**src/rtl/phyc_pkg.sv**
```systemverilog
package phyc_pkg;

    localparam int BIT_RST = 15;
    localparam int BIT_LB  = 14;
    localparam int BIT_SPD = 13;
    localparam int BIT_ANE = 12;
    localparam int BIT_PD  = 11;
    localparam int BIT_ISO = 10;
    localparam int BIT_ANR = 9;
    localparam int BIT_DPX = 8;
    localparam int WORD_W  = 16;

    typedef enum logic {
        RS_IDLE,
        RS_HOLD
    } rst_state_e;

    typedef enum logic [1:0] {
        AR_IDLE,
        AR_PULSE,
        AR_WAIT
    } ar_state_e;

    typedef struct packed {
        logic loopback;
        logic speed100;
        logic an_en;
        logic pwrdn;
        logic isolate;
        logic duplex;
    } ctl_fields_t;

    localparam ctl_fields_t CTL_DEFAULT = '{
        loopback: 1'b0,
        speed100: 1'b1,
        an_en:    1'b1,
        pwrdn:    1'b0,
        isolate:  1'b0,
        duplex:   1'b0
    };

endpackage

```
**src/rtl/phyc_rst_seq.sv**
```systemverilog
module phyc_rst_seq
    import phyc_pkg::*;
#(
    parameter int HOLD_CYCLES = 16
) (
    input  logic clk,
    input  logic rst_n,
    input  logic start_i,
    output logic busy_o
);

    localparam int CW = (HOLD_CYCLES > 1) ? $clog2(HOLD_CYCLES) : 1;

    rst_state_e     state_q, state_d;
    logic [CW-1:0]  cnt_q;
    logic           last_cycle;

    assign last_cycle = (cnt_q == CW'(HOLD_CYCLES - 1));

    always_comb begin
        state_d = state_q;
        unique case (state_q)
            RS_IDLE: if (start_i)    state_d = RS_HOLD;
            RS_HOLD: if (last_cycle) state_d = RS_IDLE;
            default:                 state_d = RS_IDLE;
        endcase
    end

    always_ff @(posedge clk or negedge rst_n) begin
        if (!rst_n) state_q <= RS_IDLE;
        else        state_q <= state_d;
    end

    always_ff @(posedge clk or negedge rst_n) begin
        if (!rst_n)                    cnt_q <= '0;
        else if (state_q == RS_HOLD)   cnt_q <= last_cycle ? '0 : cnt_q + 1'b1;
        else                           cnt_q <= '0;
    end

    always_comb begin
        busy_o = (state_q == RS_HOLD);
    end

endmodule

```
**src/rtl/phyc_an_restart.sv**
```systemverilog
module phyc_an_restart
    import phyc_pkg::*;
(
    input  logic clk,
    input  logic rst_n,
    input  logic req_i,
    input  logic cancel_i,
    input  logic ack_i,
    output logic pulse_o,
    output logic pend_o
);

    ar_state_e state_q, state_d;

    always_comb begin
        state_d = state_q;
        unique case (state_q)
            AR_IDLE: begin
                if (req_i && !cancel_i) state_d = AR_PULSE;
            end
            AR_PULSE: begin
                if (cancel_i || ack_i)  state_d = AR_IDLE;
                else                    state_d = AR_WAIT;
            end
            AR_WAIT: begin
                if (cancel_i || ack_i)  state_d = AR_IDLE;
            end
            default: state_d = AR_IDLE;
        endcase
    end

    always_ff @(posedge clk or negedge rst_n) begin
        if (!rst_n) state_q <= AR_IDLE;
        else        state_q <= state_d;
    end

    always_comb begin
        pulse_o = (state_q == AR_PULSE);
        pend_o  = (state_q != AR_IDLE);
    end

endmodule

```
**src/rtl/phyc_mii_gate.sv**
```systemverilog
module phyc_mii_gate #(
    parameter int W = 4
) (
    input  logic         iso_i,
    input  logic [W-1:0] txd_i,
    input  logic         tx_en_i,
    input  logic         tx_er_i,
    output logic [W-1:0] txd_o,
    output logic         tx_en_o,
    output logic         tx_er_o,
    output logic         oe_o
);

    always_comb begin
        txd_o   = iso_i ? '0   : txd_i;
        tx_en_o = iso_i ? 1'b0 : tx_en_i;
        tx_er_o = iso_i ? 1'b0 : tx_er_i;
        oe_o    = ~iso_i;
    end

endmodule

```
**src/rtl/phy_bmc_reg.sv**
```systemverilog
module phy_bmc_reg
    import phyc_pkg::*;
#(
    parameter int ADDR_W     = 5,
    parameter int REG_ADDR   = 0,
    parameter int RST_CYCLES = 16,
    parameter int MII_W      = 4
) (
    input  logic              clk,
    input  logic              rst_n,
    input  logic [ADDR_W-1:0] mgmt_addr,
    input  logic              mgmt_we,
    input  logic [15:0]       mgmt_wdata,
    output logic [15:0]       mgmt_rdata,
    input  logic              an_started_i,
    input  logic              an_speed_i,
    input  logic              an_duplex_i,
    output logic              soft_reset_o,
    output logic              loopback_o,
    output logic              speed100_o,
    output logic              full_duplex_o,
    output logic              an_en_o,
    output logic              an_restart_o,
    output logic              pwrdn_o,
    output logic              isolate_o,
    input  logic [MII_W-1:0]  txd_i,
    input  logic              tx_en_i,
    input  logic              tx_er_i,
    output logic [MII_W-1:0]  txd_o,
    output logic              tx_en_o,
    output logic              tx_er_o,
    output logic              mii_oe_o
);

    ctl_fields_t fields_q;
    logic        rst_busy;
    logic        ar_pend;
    logic        addr_hit;
    logic        wr_hit;
    logic        rst_start;
    logic        ar_req;
    logic        ar_cancel;
    logic        eff_speed;
    logic        eff_duplex;
    logic        unused_wbits;

    assign unused_wbits = ^mgmt_wdata[7:0];

    assign addr_hit  = (mgmt_addr == ADDR_W'(REG_ADDR));
    assign wr_hit    = mgmt_we && addr_hit && !rst_busy;
    assign rst_start = wr_hit && mgmt_wdata[BIT_RST];
    assign ar_req    = wr_hit && !mgmt_wdata[BIT_RST]
                       && mgmt_wdata[BIT_ANE] && mgmt_wdata[BIT_ANR];
    assign ar_cancel = rst_start || (wr_hit && !mgmt_wdata[BIT_ANE]);

    phyc_rst_seq #(.HOLD_CYCLES(RST_CYCLES)) rst_seq_i (
        .clk     (clk),
        .rst_n   (rst_n),
        .start_i (rst_start),
        .busy_o  (rst_busy)
    );

    phyc_an_restart an_restart_i (
        .clk      (clk),
        .rst_n    (rst_n),
        .req_i    (ar_req),
        .cancel_i (ar_cancel),
        .ack_i    (an_started_i),
        .pulse_o  (an_restart_o),
        .pend_o   (ar_pend)
    );

    always_ff @(posedge clk or negedge rst_n) begin
        if (!rst_n) begin
            fields_q <= CTL_DEFAULT;
        end else if (rst_start || rst_busy) begin
            fields_q <= CTL_DEFAULT;
        end else if (wr_hit) begin
            fields_q.loopback <= mgmt_wdata[BIT_LB];
            fields_q.speed100 <= mgmt_wdata[BIT_SPD];
            fields_q.an_en    <= mgmt_wdata[BIT_ANE];
            fields_q.pwrdn    <= mgmt_wdata[BIT_PD];
            fields_q.isolate  <= mgmt_wdata[BIT_ISO];
            fields_q.duplex   <= mgmt_wdata[BIT_DPX];
        end
    end

    assign eff_speed  = fields_q.an_en ? an_speed_i  : fields_q.speed100;
    assign eff_duplex = fields_q.an_en ? an_duplex_i : fields_q.duplex;

    always_ff @(posedge clk or negedge rst_n) begin
        if (!rst_n) begin
            speed100_o    <= CTL_DEFAULT.speed100;
            full_duplex_o <= CTL_DEFAULT.duplex;
        end else begin
            speed100_o    <= eff_speed;
            full_duplex_o <= eff_duplex;
        end
    end

    always_comb begin
        mgmt_rdata = '0;
        if (addr_hit) begin
            mgmt_rdata[BIT_RST] = rst_busy;
            mgmt_rdata[BIT_LB]  = fields_q.loopback;
            mgmt_rdata[BIT_SPD] = eff_speed;
            mgmt_rdata[BIT_ANE] = fields_q.an_en;
            mgmt_rdata[BIT_PD]  = fields_q.pwrdn;
            mgmt_rdata[BIT_ISO] = fields_q.isolate;
            mgmt_rdata[BIT_ANR] = ar_pend && fields_q.an_en;
            mgmt_rdata[BIT_DPX] = eff_duplex;
        end
    end

    assign soft_reset_o = rst_busy;
    assign loopback_o   = fields_q.loopback;
    assign an_en_o      = fields_q.an_en;
    assign pwrdn_o      = fields_q.pwrdn;
    assign isolate_o    = fields_q.isolate;

    phyc_mii_gate #(.W(MII_W)) mii_gate_i (
        .iso_i   (fields_q.isolate),
        .txd_i   (txd_i),
        .tx_en_i (tx_en_i),
        .tx_er_i (tx_er_i),
        .txd_o   (txd_o),
        .tx_en_o (tx_en_o),
        .tx_er_o (tx_er_o),
        .oe_o    (mii_oe_o)
    );

endmodule

```
**config.mk**
```make
export PLATFORM = sky130hd
export DESIGN_NAME = phy_bmc_reg
export DESIGN_NICKNAME = d
export VERILOG_FILES = /design/src/rtl/phyc_pkg.sv /design/src/rtl/phyc_rst_seq.sv /design/src/rtl/phyc_an_restart.sv /design/src/rtl/phyc_mii_gate.sv /design/src/rtl/phy_bmc_reg.sv
export SDC_FILE = /design/constraint.sdc
export NUM_CORES = 1
export LEC_CHECK = 0
export BUFFER_PORTS_ARGS = -buffer_cell sky130_fd_sc_hd__buf_2
export CAP_MARGIN = 10
export CORE_MARGIN = 3
export CORE_UTILIZATION = 35
export CTS_BUF_LIST = sky130_fd_sc_hd__clkbuf_4
export CTS_CLUSTER_SIZE = 8
export DETAILED_ROUTE_END_ITERATION = 16
export GPL_TIMING_DRIVEN = 0
export PLACE_DENSITY = 0.71
export SYNTH_ARGS = -nofsm -noshare
export SYNTH_HDL_FRONTEND = slang
export SYNTH_SLANG_ARGS = --single-unit
```
**constraint.sdc**
```tcl
create_clock -name clk -period 1.35 [get_ports clk]
set_input_delay 0.0675 -clock clk [delete_from_list [all_inputs] [get_ports clk]]
set_output_delay 0.0675 -clock clk [all_outputs]
set_load 0.01 [all_outputs]
```
## Word-level counts from Yosys, hierarchy flattened

Cells that the tools add are included.

- Add/subtract/negate cells: 1
- Multiply operators: 0
- Divide/modulo/power cells: 0
- Order comparisons: 0
- Equal/unequal tests: 5
- Shift operators: 0
- Mux-type cells: 17
- Bitwise operators: 2
- Reductions and logical operators: 21

Operators with widths:

| kind | count |
|---|---|
| 4-bit 2-to-1 mux | 3 |
| 6-bit 2-to-1 mux | 2 |
| 1-bit logical AND | 9 |
| 8-bit 2-to-1 mux | 1 |
| 1-bit 2-to-1 mux | 6 |
| 2-bit 2-to-1 mux | 3 |
| 2-bit case mux with 3 select lines | 1 |
| 5-bit zero test | 1 |
| 4-bit by 1-bit adder with 4-bit output, second input constant | 1 |
| 4-bit == test, second input constant | 1 |
| 1-bit zero test | 4 |
| 2-bit by 1-bit inequality test with 1-bit output, second input constant | 2 |
| 2-bit nonzero test | 2 |
| 1-bit logical OR | 3 |
| 2-bit by 1-bit == test with 1-bit output, second input constant | 1 |
| 2-bit == test, second input constant | 1 |
| 2-bit zero test | 1 |
| 1-bit NOT | 2 |
| 1-bit case mux with 2 select lines | 1 |
| 2-bit AND reduction | 1 |

- Bits in registers: 15
- Latch bits: 0
- RAM bits: 0
- Bits in read-only memories: 0
- Input bits: 33
- Output and inout bits: 31
- Memories kept: 0

## Longest topological paths before layout

- Depth in word-level cells: 9
- Gate-level depth with buffers: 4

## Modules after synthesis

Synthesis repeated with hierarchy kept, for this count alone.

- Cells, all modules: 88
- Area total of the unflattened synthesis: 925.9 um^2

By module, submodules not included:

| module | instances | cells an instance | area an instance (um^2) | sequential area each (um^2) |
|---|---|---|---|---|
| phy_bmc_reg | 1 | 57 | 585.6 | 203.9 |
| phyc_rst_seq | 1 | 17 | 207.7 | 125.1 |
| phyc_an_restart | 1 | 7 | 91.3 | 50.0 |
| phyc_mii_gate | 1 | 7 | 41.3 | 0.0 |

## Worst setup path after synthesis

OpenSTA, ideal clock, no wires.

- Path kind: register to output
- From: register fields_q, in the netlist an_en_o
- To: output mgmt_rdata[13]
- Data arrival time: 1095 ps
- Required time: 1283 ps
- Path slack: 188 ps
- Stages on the path, launching flop included: 3
- Buffers on the path: 0
- Cell sequence: dfstp_2 mux2_2 and2_1

- Word-level cells in the longest chain between the ends: 2

RTL lines:

| what | line | source |
|---|---|---|
| start, declared | phy_bmc_reg.sv:35 | `ctl_fields_t fields_q;` |
| 1-bit 2-to-1 mux | phy_bmc_reg.sv:88 | `assign eff_speed = fields_q.an_en ? an_speed_i : fields_q.speed100;` |
| named net eff_speed | phy_bmc_reg.sv:43 | `logic eff_speed;` |
| 8-bit 2-to-1 mux | phy_bmc_reg.sv:103 | `if (addr_hit) begin` |
| end, declared | phy_bmc_reg.sv:14 | `output logic [15:0] mgmt_rdata,` |

The timed path passes the listed nets, and every way through them passes these cells.

## Worst setup path after layout

Ends and elaborated chain as after synthesis.

==> run metrics <==
Worst setup EP type=primary output; synth top area cells=dfrtp_1 (35%), dfstp_2 (9.2%), mux2i_1 (7.0%); I/O Buffers=47; remaining global-route overflow=0; Vias=797; Avg Inst Size Synth=9.84 um2; clock tree buffer depth=2; Yosys top cell area share=0.351; Synth area leader=dfrtp_1; Critical Path AT=1.44 ns; Clk pin slew, worst setup/hold paths=~0.090 ns; DP HPWL=1560 um; clk_skew=0.00156 ns; fin. max-slew vios=0; Leak=0.719 nW; unrepaired setup endpoints after global routing=true; first-pass GRT wire length=between 3000 and 4000 um; setup violators final=3; DP Area=1150 um2; fin worst setup slack=-0.160 ns; Distinct cells, synth=27; ANT cells=0; fin util=0.545; status=complete, but fails checks; sequential power share=0.511; Top Ports=64; Async S/R FF share, synth=1.00; combinational share of power=0.221; count leader, synth=dfrtp_1; failing checks=setup timing; CTS tree=done; gpl congestion=between 0.7 and 0.8; DRC Markers=0; Yosys Warn Count=0; final net count=184; Root Buffer=clkbuf_4; Vias/cell=4.50; Req. time, crit path=approximately 1.3 ns; FP Rows=17; chip width=55.5 um; die height=55.5 um; number of global-route vias before repair=between 700 and 800; Internal=0.687 mW; Hold Fails Final Rpt=0; Layout area overhead=45.0%; cell count after synthesis=87; maximum VDD drop=0.406 mV; Worst setup SP type=flop; # clock sinks=15; clock latency on the worst-skew pair=0.28 ns; Synth top cells by count=dfrtp_1 (12), nor2b_1 (9), and2_1 (8), buf_4 (8), nand2_1 (8); drt total wl=1970 um; die footprint=3070 um2; switch share=0.286; Max Cap Viol=0; Synth Cell Area=approximately 860 um2; f_max=between 600 and 700 MHz; Pwr Density=between 700 and 800 nW/um2; pin count of the biggest net entering global routing=16; core footprint=2280 um2; crit path time final=~1.5 ns; sw power=0.275 mW; number of buffers created by CTS=3; WL/cell=11.1 um; Tightest Hold Check Type=primary input to flop; drt first-iter violations=13; main flop type after synthesis=dfrtp_1; antenna violations before repair=0; htree depth=1; Antenna Nets Post-Route=0; Clk pwr share=0.268; GR Util All Layers=0.132; Design Area, Final=1240 um2; number of synthesized flops with an enable pin=0; CP max FO=4; initial core utilization=0.376; DRT Pass-1 Iters=3; register area share after synthesis=0.443; final worst-path cycle share=1.12; ratio of cells with drive above 1 in the final layout=0.490; type of the worst setup path=flop to primary output; synthesized flop and latch total=15
==> worst max-delay path, stage by stage, from the launching register on <==
cell and delay (ns):
dfstp_2 0.59, mux2_4 0.32, and2_4 0.14, buf_6 0.11
==> logic make-up (layout without fill, tap and decap cells) <==
logic type,after synthesis,count (layout),share of synthesized area
AND/OR/NAND/NOR,43,43,0.298
flip-flops,15,15,0.443
buffers and inverters,12,67,0.0892
multiplexers,8,8,0.0965
AO/OA/AOI/OAI,5,5,0.0336
XOR/XNOR,2,2,0.0205
adder cells (fa/ha/maj),1,1,0.0146
other,1,8,0.00438
==> layout make-up <==
cell class                      instances  area (um2)
Sequential cell                        15         379
Multi-Input combinational cell         67         439
Timing Repair Buffer                   51         284
Inverter                                3        11.3
Tap cell                               28        35.0
Clock buffer                            3        22.5
Buffer                                  9        65.1
Clock inverter                          1        5.00
Fill cell                             201        1030
==> state kept, by name (all words and copies together), names as in the netlist <==
| signal | count |
|---|---|
| loopback_o | 1 |
| an_restart_i.state_q | 2 |
| full_duplex_o | 1 |
| an_en_o | 1 |
| fields_q | 2 |
| rst_seq_i.cnt_q | 4 |
| pwrdn_o | 1 |
| rst_seq_i.busy_o | 1 |
| speed100_o | 1 |
| isolate_o | 1 |
==> layout by cell type (no fill, tap or decap), types with 2 or more instances in the layout <==
cell      Yosys  routed
inv_1         2       2
mux2i_1       6       6
dfrtp_1      12      12
conb_1        1       8
buf_2         1      46
nor2b_1       9       9
o21ai_0       2       2
nand2_1       8       8
buf_6         0       3
clkbuf_4      0       3
and2_1        8       6
nor3_1        4       4
a21oi_1       2       2
xnor2_1       2       2
and2_4        0       2
buf_4         8      10
nor2_1        6       6
mux2_4        0       2
dfstp_2       3       3
==> per-stage QoR <==
stage               std cells  hold slack, ns  setup WS, ns  TNS, ns  power (mW)
floorplan                  94          -0.228         0.188        0       0.609
global placement          169         -0.0156        0.0877        0       0.696
detailed placement        169         -0.0120        0.0726        0       0.702
CTS                       176         0.00643        -0.179   -0.345       0.971
global route              177         0.00778        -0.205   -0.533        1.02
finish                    177          0.0106        -0.160   -0.386       0.962
==> worst paths after layout <==
| path | depth (start not counted) | slack (ns) | end | startpoint |
|---|---|---|---|---|
| setup / recovery | 3 | -0.16 | mgmt_rdata[13] | an_en_o |
| hold / removal | 3 | 0.01 | an_restart_i.state_q[1] | an_started_i |
| setup reg to reg | 3 | 0.17 | rst_seq_i.cnt_q[0] | rst_seq_i.busy_o |
| hold reg to reg | 1 | 0.51 | rst_seq_i.cnt_q[0] | rst_seq_i.cnt_q[0] |
| max in group asynchronous | 2 | 0.85 | an_en_o | rst_n |
| min in group asynchronous | 2 | 0.20 | rst_seq_i.busy_o | rst_n |
==> power by group through the flow <==
stage | combinational (mW) | sequential [mW] | clock [mW]
final | 0.213 | 0.492 | 0.258
after global routing | 0.236 | 0.496 | 0.290
after CTS | 0.211 | 0.492 | 0.268
after detailed placement | 0.201 | 0.501 | 0
after global placement | 0.197 | 0.499 | 0
after floorplan | 0.105 | 0.505 | 0
==> metal layers <==
layer / GRT usage / vias up / share of wire
met2: 0.220 / 46 / 0.49
met4: 0.0729 / 0 / 0.018
met5: 0 / - / 0
met3: 0.0374 / 4 / 0.094
met1: 0.149 / 353 / 0.40
li1: - / 394 / -
==> repair_timing <==
action	CTS	global route
hold endpoints to repair	15	0
resized for setup	4	3
setup buffers	2	1
hold buffers	1	0
pin swaps	2	0
setup endpoints to repair	2	4
Power figures use the tool's default switching activity.
